### config.mk
export PLATFORM = sky130hd
export DESIGN_NAME = dotcmd_top
export DESIGN_NICKNAME = d
export VERILOG_FILES = /design/src/rtl/dotcmd_pkg.sv /design/src/rtl/dotcmd_sync.sv /design/src/rtl/dotcmd_shifter.sv /design/src/rtl/dotcmd_decode.sv /design/src/rtl/dotcmd_ram.sv /design/src/rtl/dotcmd_top.sv
export SDC_FILE = /design/constraint.sdc
export NUM_CORES = 1
export LEC_CHECK = 0
export ABC_AREA = 0
export BUFFER_PORTS_ARGS = -buffer_cell sky130_fd_sc_hd__buf_2
export CORE_ASPECT_RATIO = 1.25
export CORE_MARGIN = 4
export CORE_UTILIZATION = 64
export CTS_BUF_LIST = sky130_fd_sc_hd__clkbuf_8
export CTS_CLUSTER_DIAMETER = 50
export DETAILED_ROUTE_END_ITERATION = 6
export GPL_TIMING_DRIVEN = 0
export HOLD_SLACK_MARGIN = 0.06
export PLACE_DENSITY = 0.81
export SLEW_MARGIN = 20
export SYNTH_ARGS = -nofsm -noshare
export SYNTH_HDL_FRONTEND = slang
export SYNTH_SLANG_ARGS = --single-unit
### constraint.sdc
create_clock -name clk -period 3.1 [get_ports clk]
set_input_delay 0.62 -clock clk [delete_from_list [all_inputs] [get_ports clk]]
set_output_delay 0.62 -clock clk [all_outputs]
set_load 0.02 [all_outputs]
### src/rtl/dotcmd_pkg.sv
// Shared constants and opcode encoding for the serial dot command decoder.
package dotcmd_pkg;
    localparam int NCHAR  = 10;                  // characters held
    localparam int NROW   = 5;                   // rows per character
    localparam int NCOL   = 5;                   // dots per row
    localparam int BYTE_W = 8;                   // serial frame length
    localparam int OP_W   = 3;                   // opcode field width
    localparam int PAY_W  = BYTE_W - OP_W;       // operand width
    localparam int CA_W   = $clog2(NCHAR);       // character address width
    localparam int RA_W   = $clog2(NROW);        // row index width
    localparam int CNT_W  = $clog2(BYTE_W + 2);  // shift counter width

    localparam logic [PAY_W-1:0] CTRL_RST = 5'b10000;  // full brightness, no lamp test

    typedef enum logic [OP_W-1:0] {
        OP_ROW0  = 3'd0,
        OP_ROW1  = 3'd1,
        OP_ROW2  = 3'd2,
        OP_ROW3  = 3'd3,
        OP_ROW4  = 3'd4,
        OP_ADDR  = 3'd5,
        OP_CLEAR = 3'd6,
        OP_CTRL  = 3'd7
    } op_e;
endpackage

### src/rtl/dotcmd_sync.sv
// Multi-stage level synchroniser for a bundle of asynchronous inputs.
// Assumes each input is stable for several clk periods between changes,
// so that the bits stay aligned after synchronisation. STAGES >= 2.
module dotcmd_sync #(
    parameter int WIDTH  = 3,
    parameter int STAGES = 2
) (
    input  logic             clk,
    input  logic             rst_n,
    input  logic [WIDTH-1:0] async_in,
    output logic [WIDTH-1:0] sync_out
);
    logic [STAGES-1:0][WIDTH-1:0] stg;

    // Shift the raw inputs through the synchroniser chain.
    always_ff @(posedge clk or negedge rst_n) begin
        if (!rst_n) stg <= '0;
        else        stg <= {stg[STAGES-2:0], async_in};
    end

    assign sync_out = stg[STAGES-1];
endmodule

### src/rtl/dotcmd_shifter.sv
// Serial byte receiver. It works on synchronised levels, finds the edges
// of the shift clock and load strobe, and shifts LSB first while the
// strobe is low. On the strobe's rising edge it emits a one-cycle commit,
// but only when exactly BYTE_W shift edges were seen.
module dotcmd_shifter
    import dotcmd_pkg::*;
(
    input  logic              clk,
    input  logic              rst_n,
    input  logic              sdata,
    input  logic              sclk,
    input  logic              sload,
    output logic              cmd_valid,
    output logic [BYTE_W-1:0] cmd_byte,
    output logic              frame_start
);
    localparam logic [CNT_W-1:0] CNT_FULL = CNT_W'(BYTE_W);
    localparam logic [CNT_W-1:0] CNT_SAT  = CNT_W'(BYTE_W + 1);

    logic              sclk_q, sload_q;
    logic              sclk_rise, load_rise;
    logic [BYTE_W-1:0] shreg;
    logic [CNT_W-1:0]  cnt;

    assign sclk_rise   = sclk & ~sclk_q;
    assign load_rise   = sload & ~sload_q;
    assign frame_start = ~sload & sload_q;

    // Remember the previous levels for edge detection.
    always_ff @(posedge clk or negedge rst_n) begin
        if (!rst_n) begin
            sclk_q  <= 1'b0;
            sload_q <= 1'b0;
        end else begin
            sclk_q  <= sclk;
            sload_q <= sload;
        end
    end

    // Shift data in while the strobe is low; count edges, saturating past a byte.
    always_ff @(posedge clk or negedge rst_n) begin
        if (!rst_n) begin
            shreg <= '0;
            cnt   <= '0;
        end else if (load_rise) begin
            cnt <= '0;
        end else if (!sload && sclk_rise) begin
            shreg <= {sdata, shreg[BYTE_W-1:1]};
            cnt   <= (cnt == CNT_SAT) ? cnt : cnt + 1'b1;
        end
    end

    // Commit the byte on the strobe's rising edge when the count is exact.
    always_ff @(posedge clk or negedge rst_n) begin
        if (!rst_n) begin
            cmd_valid <= 1'b0;
            cmd_byte  <= '0;
        end else begin
            cmd_valid <= load_rise && (cnt == CNT_FULL);
            if (load_rise) cmd_byte <= shreg;
        end
    end
endmodule

### src/rtl/dotcmd_decode.sv
// Opcode decoder and register file. It holds the character address, the
// control word and the clear-hold flag, and produces row-write and clear
// strobes for the dot storage. Assumes cmd_valid is a single-cycle pulse.
module dotcmd_decode
    import dotcmd_pkg::*;
(
    input  logic              clk,
    input  logic              rst_n,
    input  logic              cmd_valid,
    input  logic [BYTE_W-1:0] cmd_byte,
    input  logic              frame_start,
    output logic [CA_W-1:0]   char_addr,
    output logic [PAY_W-1:0]  ctrl_word,
    output logic              clr_hold,
    output logic              wr_en,
    output logic [RA_W-1:0]   wr_row,
    output logic [NCOL-1:0]   wr_data,
    output logic              clr_pulse
);
    op_e              op;
    logic [PAY_W-1:0] pay;
    logic             addr_ok;
    logic             addr_ld;
    logic             ctrl_ld;

    assign op  = op_e'(cmd_byte[BYTE_W-1 -: OP_W]);
    assign pay = cmd_byte[PAY_W-1:0];

    // Classify the committed byte.
    always_comb begin
        addr_ok   = pay[PAY_W-1] && (int'(pay[CA_W-1:0]) < NCHAR);
        addr_ld   = cmd_valid && (op == OP_ADDR) && addr_ok;
        ctrl_ld   = cmd_valid && (op == OP_CTRL);
        clr_pulse = cmd_valid && (op == OP_CLEAR) && (pay == '0);
        wr_en     = cmd_valid && (int'(op) < NROW);
        wr_row    = cmd_byte[PAY_W +: RA_W];
        wr_data   = pay;
    end

    // Character address: load on a valid address byte, zero on clear.
    always_ff @(posedge clk or negedge rst_n) begin
        if (!rst_n)         char_addr <= '0;
        else if (clr_pulse) char_addr <= '0;
        else if (addr_ld)   char_addr <= pay[CA_W-1:0];
    end

    // Control word: loaded only by the control opcode, kept on clear.
    always_ff @(posedge clk or negedge rst_n) begin
        if (!rst_n)       ctrl_word <= CTRL_RST;
        else if (ctrl_ld) ctrl_word <= pay;
    end

    // Clear-hold flag: set by a clear, dropped when the next frame starts.
    always_ff @(posedge clk or negedge rst_n) begin
        if (!rst_n)           clr_hold <= 1'b0;
        else if (clr_pulse)   clr_hold <= 1'b1;
        else if (frame_start) clr_hold <= 1'b0;
    end
endmodule

### src/rtl/dotcmd_ram.sv
// Dot storage, NCHAR x NROW rows of NCOL bits, built from flops. It has one
// synchronous write port, a whole-array clear, and a combinational read
// port for the scanner that returns zero for out-of-range indices.
module dotcmd_ram
    import dotcmd_pkg::*;
(
    input  logic            clk,
    input  logic            rst_n,
    input  logic            clr,
    input  logic            wr_en,
    input  logic [CA_W-1:0] wr_char,
    input  logic [RA_W-1:0] wr_row,
    input  logic [NCOL-1:0] wr_data,
    input  logic [CA_W-1:0] rd_char,
    input  logic [RA_W-1:0] rd_row,
    output logic [NCOL-1:0] rd_data
);
    logic [NCOL-1:0] mem [NCHAR][NROW];
    logic [NCHAR-1:0] char_hit;

    // Per-character write select.
    for (genvar c = 0; c < NCHAR; c++) begin : g_hit
        assign char_hit[c] = wr_en && (wr_char == CA_W'(c));
    end

    // Write or clear the addressed row; everything is zero after reset.
    always_ff @(posedge clk or negedge rst_n) begin
        if (!rst_n) begin
            for (int c = 0; c < NCHAR; c++)
                for (int r = 0; r < NROW; r++)
                    mem[c][r] <= '0;
        end else begin
            for (int c = 0; c < NCHAR; c++)
                for (int r = 0; r < NROW; r++)
                    if (clr)
                        mem[c][r] <= '0;
                    else if (char_hit[c] && (wr_row == RA_W'(r)))
                        mem[c][r] <= wr_data;
        end
    end

    // Scanner read, guarded against indices beyond the array.
    always_comb begin
        rd_data = '0;
        if ((int'(rd_char) < NCHAR) && (int'(rd_row) < NROW))
            rd_data = mem[rd_char][rd_row];
    end
endmodule

### src/rtl/dotcmd_top.sv
// Serial command decoder with dot storage. It synchronises the serial
// pins, assembles bytes, decodes them into register and row updates, and
// exposes the dots to a scanner. Assumes each serial level is held for at
// least SYNC_STAGES+1 clk periods.
module dotcmd_top
    import dotcmd_pkg::*;
#(
    parameter int SYNC_STAGES = 2
) (
    input  logic            clk,
    input  logic            rst_n,
    input  logic            ser_data,
    input  logic            ser_clk,
    input  logic            ser_load,
    input  logic [CA_W-1:0] rd_char,
    input  logic [RA_W-1:0] rd_row,
    output logic [NCOL-1:0] rd_cols,
    output logic [CA_W-1:0] char_addr,
    output logic [PAY_W-1:0] ctrl_word,
    output logic            clr_hold
);
    logic [2:0]        pins_s;
    logic              cmd_valid;
    logic [BYTE_W-1:0] cmd_byte;
    logic              frame_start;
    logic              wr_en;
    logic [RA_W-1:0]   wr_row;
    logic [NCOL-1:0]   wr_data;
    logic              clr_pulse;

    dotcmd_sync #(.WIDTH(3), .STAGES(SYNC_STAGES)) u_sync (
        .clk      (clk),
        .rst_n    (rst_n),
        .async_in ({ser_load, ser_clk, ser_data}),
        .sync_out (pins_s)
    );

    dotcmd_shifter u_shift (
        .clk         (clk),
        .rst_n       (rst_n),
        .sdata       (pins_s[0]),
        .sclk        (pins_s[1]),
        .sload       (pins_s[2]),
        .cmd_valid   (cmd_valid),
        .cmd_byte    (cmd_byte),
        .frame_start (frame_start)
    );

    dotcmd_decode u_dec (
        .clk         (clk),
        .rst_n       (rst_n),
        .cmd_valid   (cmd_valid),
        .cmd_byte    (cmd_byte),
        .frame_start (frame_start),
        .char_addr   (char_addr),
        .ctrl_word   (ctrl_word),
        .clr_hold    (clr_hold),
        .wr_en       (wr_en),
        .wr_row      (wr_row),
        .wr_data     (wr_data),
        .clr_pulse   (clr_pulse)
    );

    dotcmd_ram u_ram (
        .clk     (clk),
        .rst_n   (rst_n),
        .clr     (clr_pulse),
        .wr_en   (wr_en),
        .wr_char (char_addr),
        .wr_row  (wr_row),
        .wr_data (wr_data),
        .rd_char (rd_char),
        .rd_row  (rd_row),
        .rd_data (rd_cols)
    );
endmodule

Yosys cells after proc, flatten, opt, wreduce, memory -nomap -nowiden
Cells that the tools add are included.

storage, ports and cells
  register bits after elaboration = 289
  word-level logic and storage cells = 339
  bits of input ports = 12

operators by class
  equal/unequal tests = 19
  multiplexer cells = 114
  add/subtract/negate cells = 1
  reductions and logical operators = 129
  bitwise operators = 9
  magnitude comparators = 6

operator list
  operator                                       number
  2-to-1 mux 5 bit                               103
  nonzero test 2 bit                             53
  binary-select mux 25 bit (select 4 bit)        1
  logical AND 1 bit                              70
  2-to-1 mux 25 bit                              2
  2-to-1 mux 4 bit                               5
  == test 4 x 3 -> 1 bit, second input constant  4
  == test 4 bit, second input constant           4
  binary-select mux 5 bit (select 3 bit)         1
  == test 3 bit, second input constant           4
  == test 4 x 2 -> 1 bit, second input constant  2
  < comparator 4 bit, second input constant      2
  == test 3 x 2 -> 1 bit, second input constant  2
  < comparator 3 bit, second input constant      2
  >= comparator 5 bit, second input constant     1
  zero test 5 bit                                1
  NOT 4 -> 5 bit                                 1
  adder 4 x 1 -> 4 bit, second input constant    1
  == test 4 x 1 -> 1 bit, second input constant  1
  >= comparator 4 bit, second input constant     1
  zero test 4 bit                                1
  NOT 1 bit                                      4
  NOT 3 -> 4 bit                                 1
  AND reduction 2 bit                            2
  6 further kinds                                9

Depth between registers and ports, before layout
  depth after elaboration = 8
  depth in mapped cells = 9
  depth with buffers taken out = 6

Modules after synthesis
From an unflattened synthesis, not the netlist that was laid out.

unflattened totals
  cells, all modules = 1519
  area total of the unflattened synthesis = 14343.8 um^2

modules (own cells, without submodules)
  module          instances  seq. area each (um^2)  area each (um^2)  cells each
  dotcmd_ram      1          6256.0                 12665.9           1394
  dotcmd_shifter  1          575.6                  959.7             64
  dotcmd_decode   1          251.5                  545.5             52
  dotcmd_sync     1          150.1                  172.7             9

Worst setup path before layout
OpenSTA, ideal clock, no wires.

  kind = input -> output
  start = input port rd_char[1]
  end = output port rd_cols[1]
  cell stages on the path = 7
  path buffers = 3
  path slack = 0.182 ns
  arrival time = 2.298 ns
  cell sequence = buf_2 buf_2 buf_2 mux4_2 a221oi_1 nor2_1 a211o_1

on the way
  longest elaborated chain between the ends = 8
  elaborated cells between the ends (all ways) = 10
  classes of those cells = order compare (1); mux (7); bitwise (1); reduce/logical (1)

RTL lines
  item                                                  RTL line          source
  start: declaration                                    dotcmd_top.sv:15  input logic [CA_W-1:0] rd_char,
  NOT 4 -> 5 bit (implied by the code)                  dotcmd_ram.sv:46  rd_data = mem[rd_char][rd_row];
  binary-select mux 25 bit (select 4 bit)               dotcmd_ram.sv:46
  2-to-1 mux 25 bit (implied by the code) (2 in a row)  dotcmd_ram.sv:46
  binary-select mux 5 bit (select 3 bit)                dotcmd_ram.sv:46
  2-to-1 mux 5 bit (implied by the code) (2 in a row)   dotcmd_ram.sv:46
  2-to-1 mux 5 bit *                                    dotcmd_ram.sv:45  if ((int'(rd_char) < NCHAR) && (int'(rd_row) < NROW))
  end: declaration                                      dotcmd_top.sv:17  output logic [NCOL-1:0] rd_cols,

Mark *: on every way between the ends. The rest lies on a longest branch, timed or not. The select of a mux whose other input is x is not followed.

Worst setup path after layout
  start = input port rd_char[0]
  end = output port rd_cols[2]

Same word-level chain as after synthesis.

==> results.sh <==
export IMPL_finalPower_mw=8.74
export IMPL_clockRootBuffer="clkbuf_8"
export IMPL_synth_compound_gate_area_share_pct=6.98
export IMPL_wl_per_cell_um=25.9
export IMPL_ant_nets=0
export IMPL_tritoncts="yes"
export IMPL_setup_total_negative_slack_ns=-0.132
export IMPL_grt_overflow=0
export IMPL_wl_mm=41.0
export IMPL_num_rows=60
export IMPL_clk_latency_ns=0.59
export IMPL_drv_cap=0
export IMPL_placedCellCount=1495
export IMPL_layout_setup_ws_ns=-0.0909
export IMPL_yosys_warnings=0
export IMPL_p_leak_nw=7.39
export IMPL_final_period_utilization_pct=103
export IMPL_synth_simple_area_share_pct=14.2
export IMPL_io_pins=27
export IMPL_reg2reg_slack_ns=0.38
export IMPL_synth_area_per_cell_um2=11.8
export IMPL_synthArstFlopShare_pct=100
export IMPL_clockBufferDepth=3
export IMPL_finalHoldViolCount=0
export IMPL_synth_top_family_by_area="multiplexers"
export IMPL_drc=1
export IMPL_path_class="in2out"
export IMPL_dieArea_um2=24300
export IMPL_tightest_slew_ns=0.834
export IMPL_numCtsBuffers=46
export IMPL_hp_class="in2async"
export IMPL_clock_sinks=289
export IMPL_power_density_nw_per_um2=553
export IMPL_portBuffers=23
export IMPL_startpoint_type="input port"
export IMPL_track_usage_pct=33.7
export IMPL_synth_flop_cell="dfrtp_1"
export IMPL_skew_ns=0.0230
export IMPL_violations="DRC, setup timing"
export IMPL_die_height_um=173
export IMPL_first_pass_iters=7
export IMPL_ir_drop_v=0.000561
export IMPL_start_util_pct=65.0
export IMPL_vias=10500
export IMPL_grt_max_degree=104
export IMPL_ctsHoldBuffers=0
export IMPL_gp_congestion=1.02
export IMPL_endpoint_kind="primary output"
export IMPL_die_width_um=140
export IMPL_grt_pass1_wl_mm=62.4
export IMPL_drive_gt1_share_pct=32.6
export IMPL_yosysSeqAreaShare_pct=51.7
export IMPL_period_needed_ns=3.19
export IMPL_finalNetCount=1285
export IMPL_htreeDepth=2
export IMPL_layout_cells_non_filler=1583
export IMPL_grt_pass1_vias=10700
export IMPL_fmax_mhz=313
export IMPL_rsz0062_at_grt="yes"
export IMPL_synth_fa_ha_area_share_pct=0.268
export IMPL_dp_hpwl_mm=28.3
export IMPL_clk_pin_slew_ns=0.06
export IMPL_synth_xor_area_share_pct=0.188
export IMPL_max_slew_margin_pct=44.4
export IMPL_yosys_register_bits=289
export IMPL_synth_nets=1206
export IMPL_netlist_area_um2=14000
export IMPL_ys_types=55
export IMPL_core_area_um2=21500
export IMPL_synth_edf_count=0
export IMPL_worstPathMaxFanout=11
export IMPL_timing_final_setup_violations=3
export IMPL_arrival_ns=2.57
export IMPL_required_ns=2.48
export IMPL_slew_viol_final=0
export IMPL_preCtsSetupSlack_ns=-0.611
export IMPL_antenna_found_initial=1
export IMPL_viasPerCell=6.62
export IMPL_muxShareOfSynthArea_pct=23.7
export IMPL_fillers=1404
export IMPL_synthCells=1191
export IMPL_dr_first_iter_drc_count=1257
export IMPL_outcome="finished, violations left"
export IMPL_syn_to_final_growth_pct=12.9
[timing repair]
action / 4_1_cts / 5_1_grt
resized for setup: 54 / 27
gates cloned: 1 / 0
setup endpoints to repair: 5 / 5
pin swaps: 1 / 4
buffers inserted: 1 / 4
[cell type report]
type	instances	area [um^2]	area share, %
flip-flops and latches	289	7230	45.8
multi-input cells	810	6470	41.0
clock buffers	56	771	4.87
plain buffers	88	559	3.54
well taps	279	349	2.21
repair buffers	31	260	1.65
clock inverters	25	145	0.918
inverters	4	15.0	0.0950
diodes	1	2.50	0.0158
[routing by layer]
layer	part of all wire, %	track usage [%]
met1	37	42.9
met2	48	54.0
met3	9.2	7.45
met4	6.7	18.0
met5	0	0
[per-stage QoR]
step / utilization, % / area [um^2] / hold WS, ns
6_report: 73.4 / 15800 / 0.0555
5_1_grt: 73.4 / 15800 / 0.0942
4_1_cts: 72.7 / 15700 / 0.0889
3_5_place_dp: 67.4 / 14500 / 0.336
3_3_place_gp: 67.1 / 14500 / 0.332
2_1_floorplan: - / 14000 / 0.324
[path summary, 6_finish.rpt]
| path | start | end | cells after the start |
|---|---|---|---|
| min | rst_n | u_ram.mem[133] | 1 |
| min reg2reg | u_sync.stg[2] | u_sync.sync_out[2] | 0 |
| max reg2reg | u_shift.cmd_byte[5] | u_ram.mem[75] | 6 |
| max | rd_char[0] | rd_cols[2] | 8 |
| max in group asynchronous | rst_n | u_ram.mem[230] | 2 |
| min in group clk | ser_clk | u_sync.stg[1] | 1 |
[cells in the final DEF, fill, tap and decap left out, drive strengths merged, types with 2 or more instances in the layout]
cell      Yosys  routed
ha            3       3
o221ai        3       3
dfrtp       288     288
nand2b        9       9
o21ai       112     112
or3b          2       2
inv           4      20
mux2        173     173
a22oi         4       4
a22o          3       3
a211o         2       2
a311o         2       2
a221oi       11      11
a31oi         9       9
a21oi         3       3
nor2b         9       9
buf          32      63
mux4         41      41
nor2         35      35
nand4         5       5
or2          37      37
nand3         3       3
nand3b        2       2
mux2i        45      45
nor3         59      59
nand2       210     210
xor2          2       2
clkinv        0       4
a211oi        3       3
o21bai        8       8
clkbuf       56     112
nand4b        2       2
nor3b         2       2
clkinvlp      0       4
[where the power goes]
group	internal (mW)	switching, mW	total (mW)
Clock	1.72	1.55	3.27
Sequential	3.87	0.0537	3.92
Combinational	0.345	1.20	1.54
[state kept, by name (all words and copies together), names as in the netlist, 3 cells and up]
signal	cells
u_dec.char_addr	4
u_dec.ctrl_word	5
u_ram.mem	250
u_shift.cmd_byte	8
u_shift.cnt	4
u_shift.shreg	8
u_sync.stg	3
u_sync.sync_out	3
[Yosys cell counts, types with 3 or more instances]
master	instances	area (um^2)
a211oi_1	3	22.5
a21oi_1	3	15.0
a221oi_1	11	96.3
a22o_1	3	26.3
a22oi_1	4	30.0
a31oi_1	9	56.3
buf_1	6	22.5
buf_2	17	85.1
buf_4	5	37.5
buf_6	4	45.0
clkbuf_1	56	210
dfrtp_1	288	7210
ha_1	3	37.5
inv_1	4	15.0
mux2_2	172	1940
mux2i_1	45	450
mux4_2	41	923
nand2_1	210	788
nand2b_1	9	56.3
nand3_1	3	15.0
nand4_1	4	25.0
nor2_1	35	131
nor2b_1	9	56.3
nor3_1	27	135
nor3_2	22	220
nor3_4	10	163
o21ai_0	111	556
o21bai_1	8	60.1
o221ai_1	3	26.3
or2_1	14	87.6
or2_2	23	144
[logic make-up after synthesis]
kind of cell	Yosys count
AND/OR/NAND/NOR	381
multiplexers	259
flip-flops	289
adder cells (fa/ha/maj)	3
XOR/XNOR	3
buffers and inverters	92
AO/OA/AOI/OAI	164
[worst max-delay path: stages]
cell	delay (ns)
buf_12	0.17
buf_16	0.17
buf_4	0.12
mux4_2	0.50
a22o_1	0.22
o31ai_1	0.32
o221ai_1	0.23
buf_4	0.20
(Power assumes the default switching activity.)
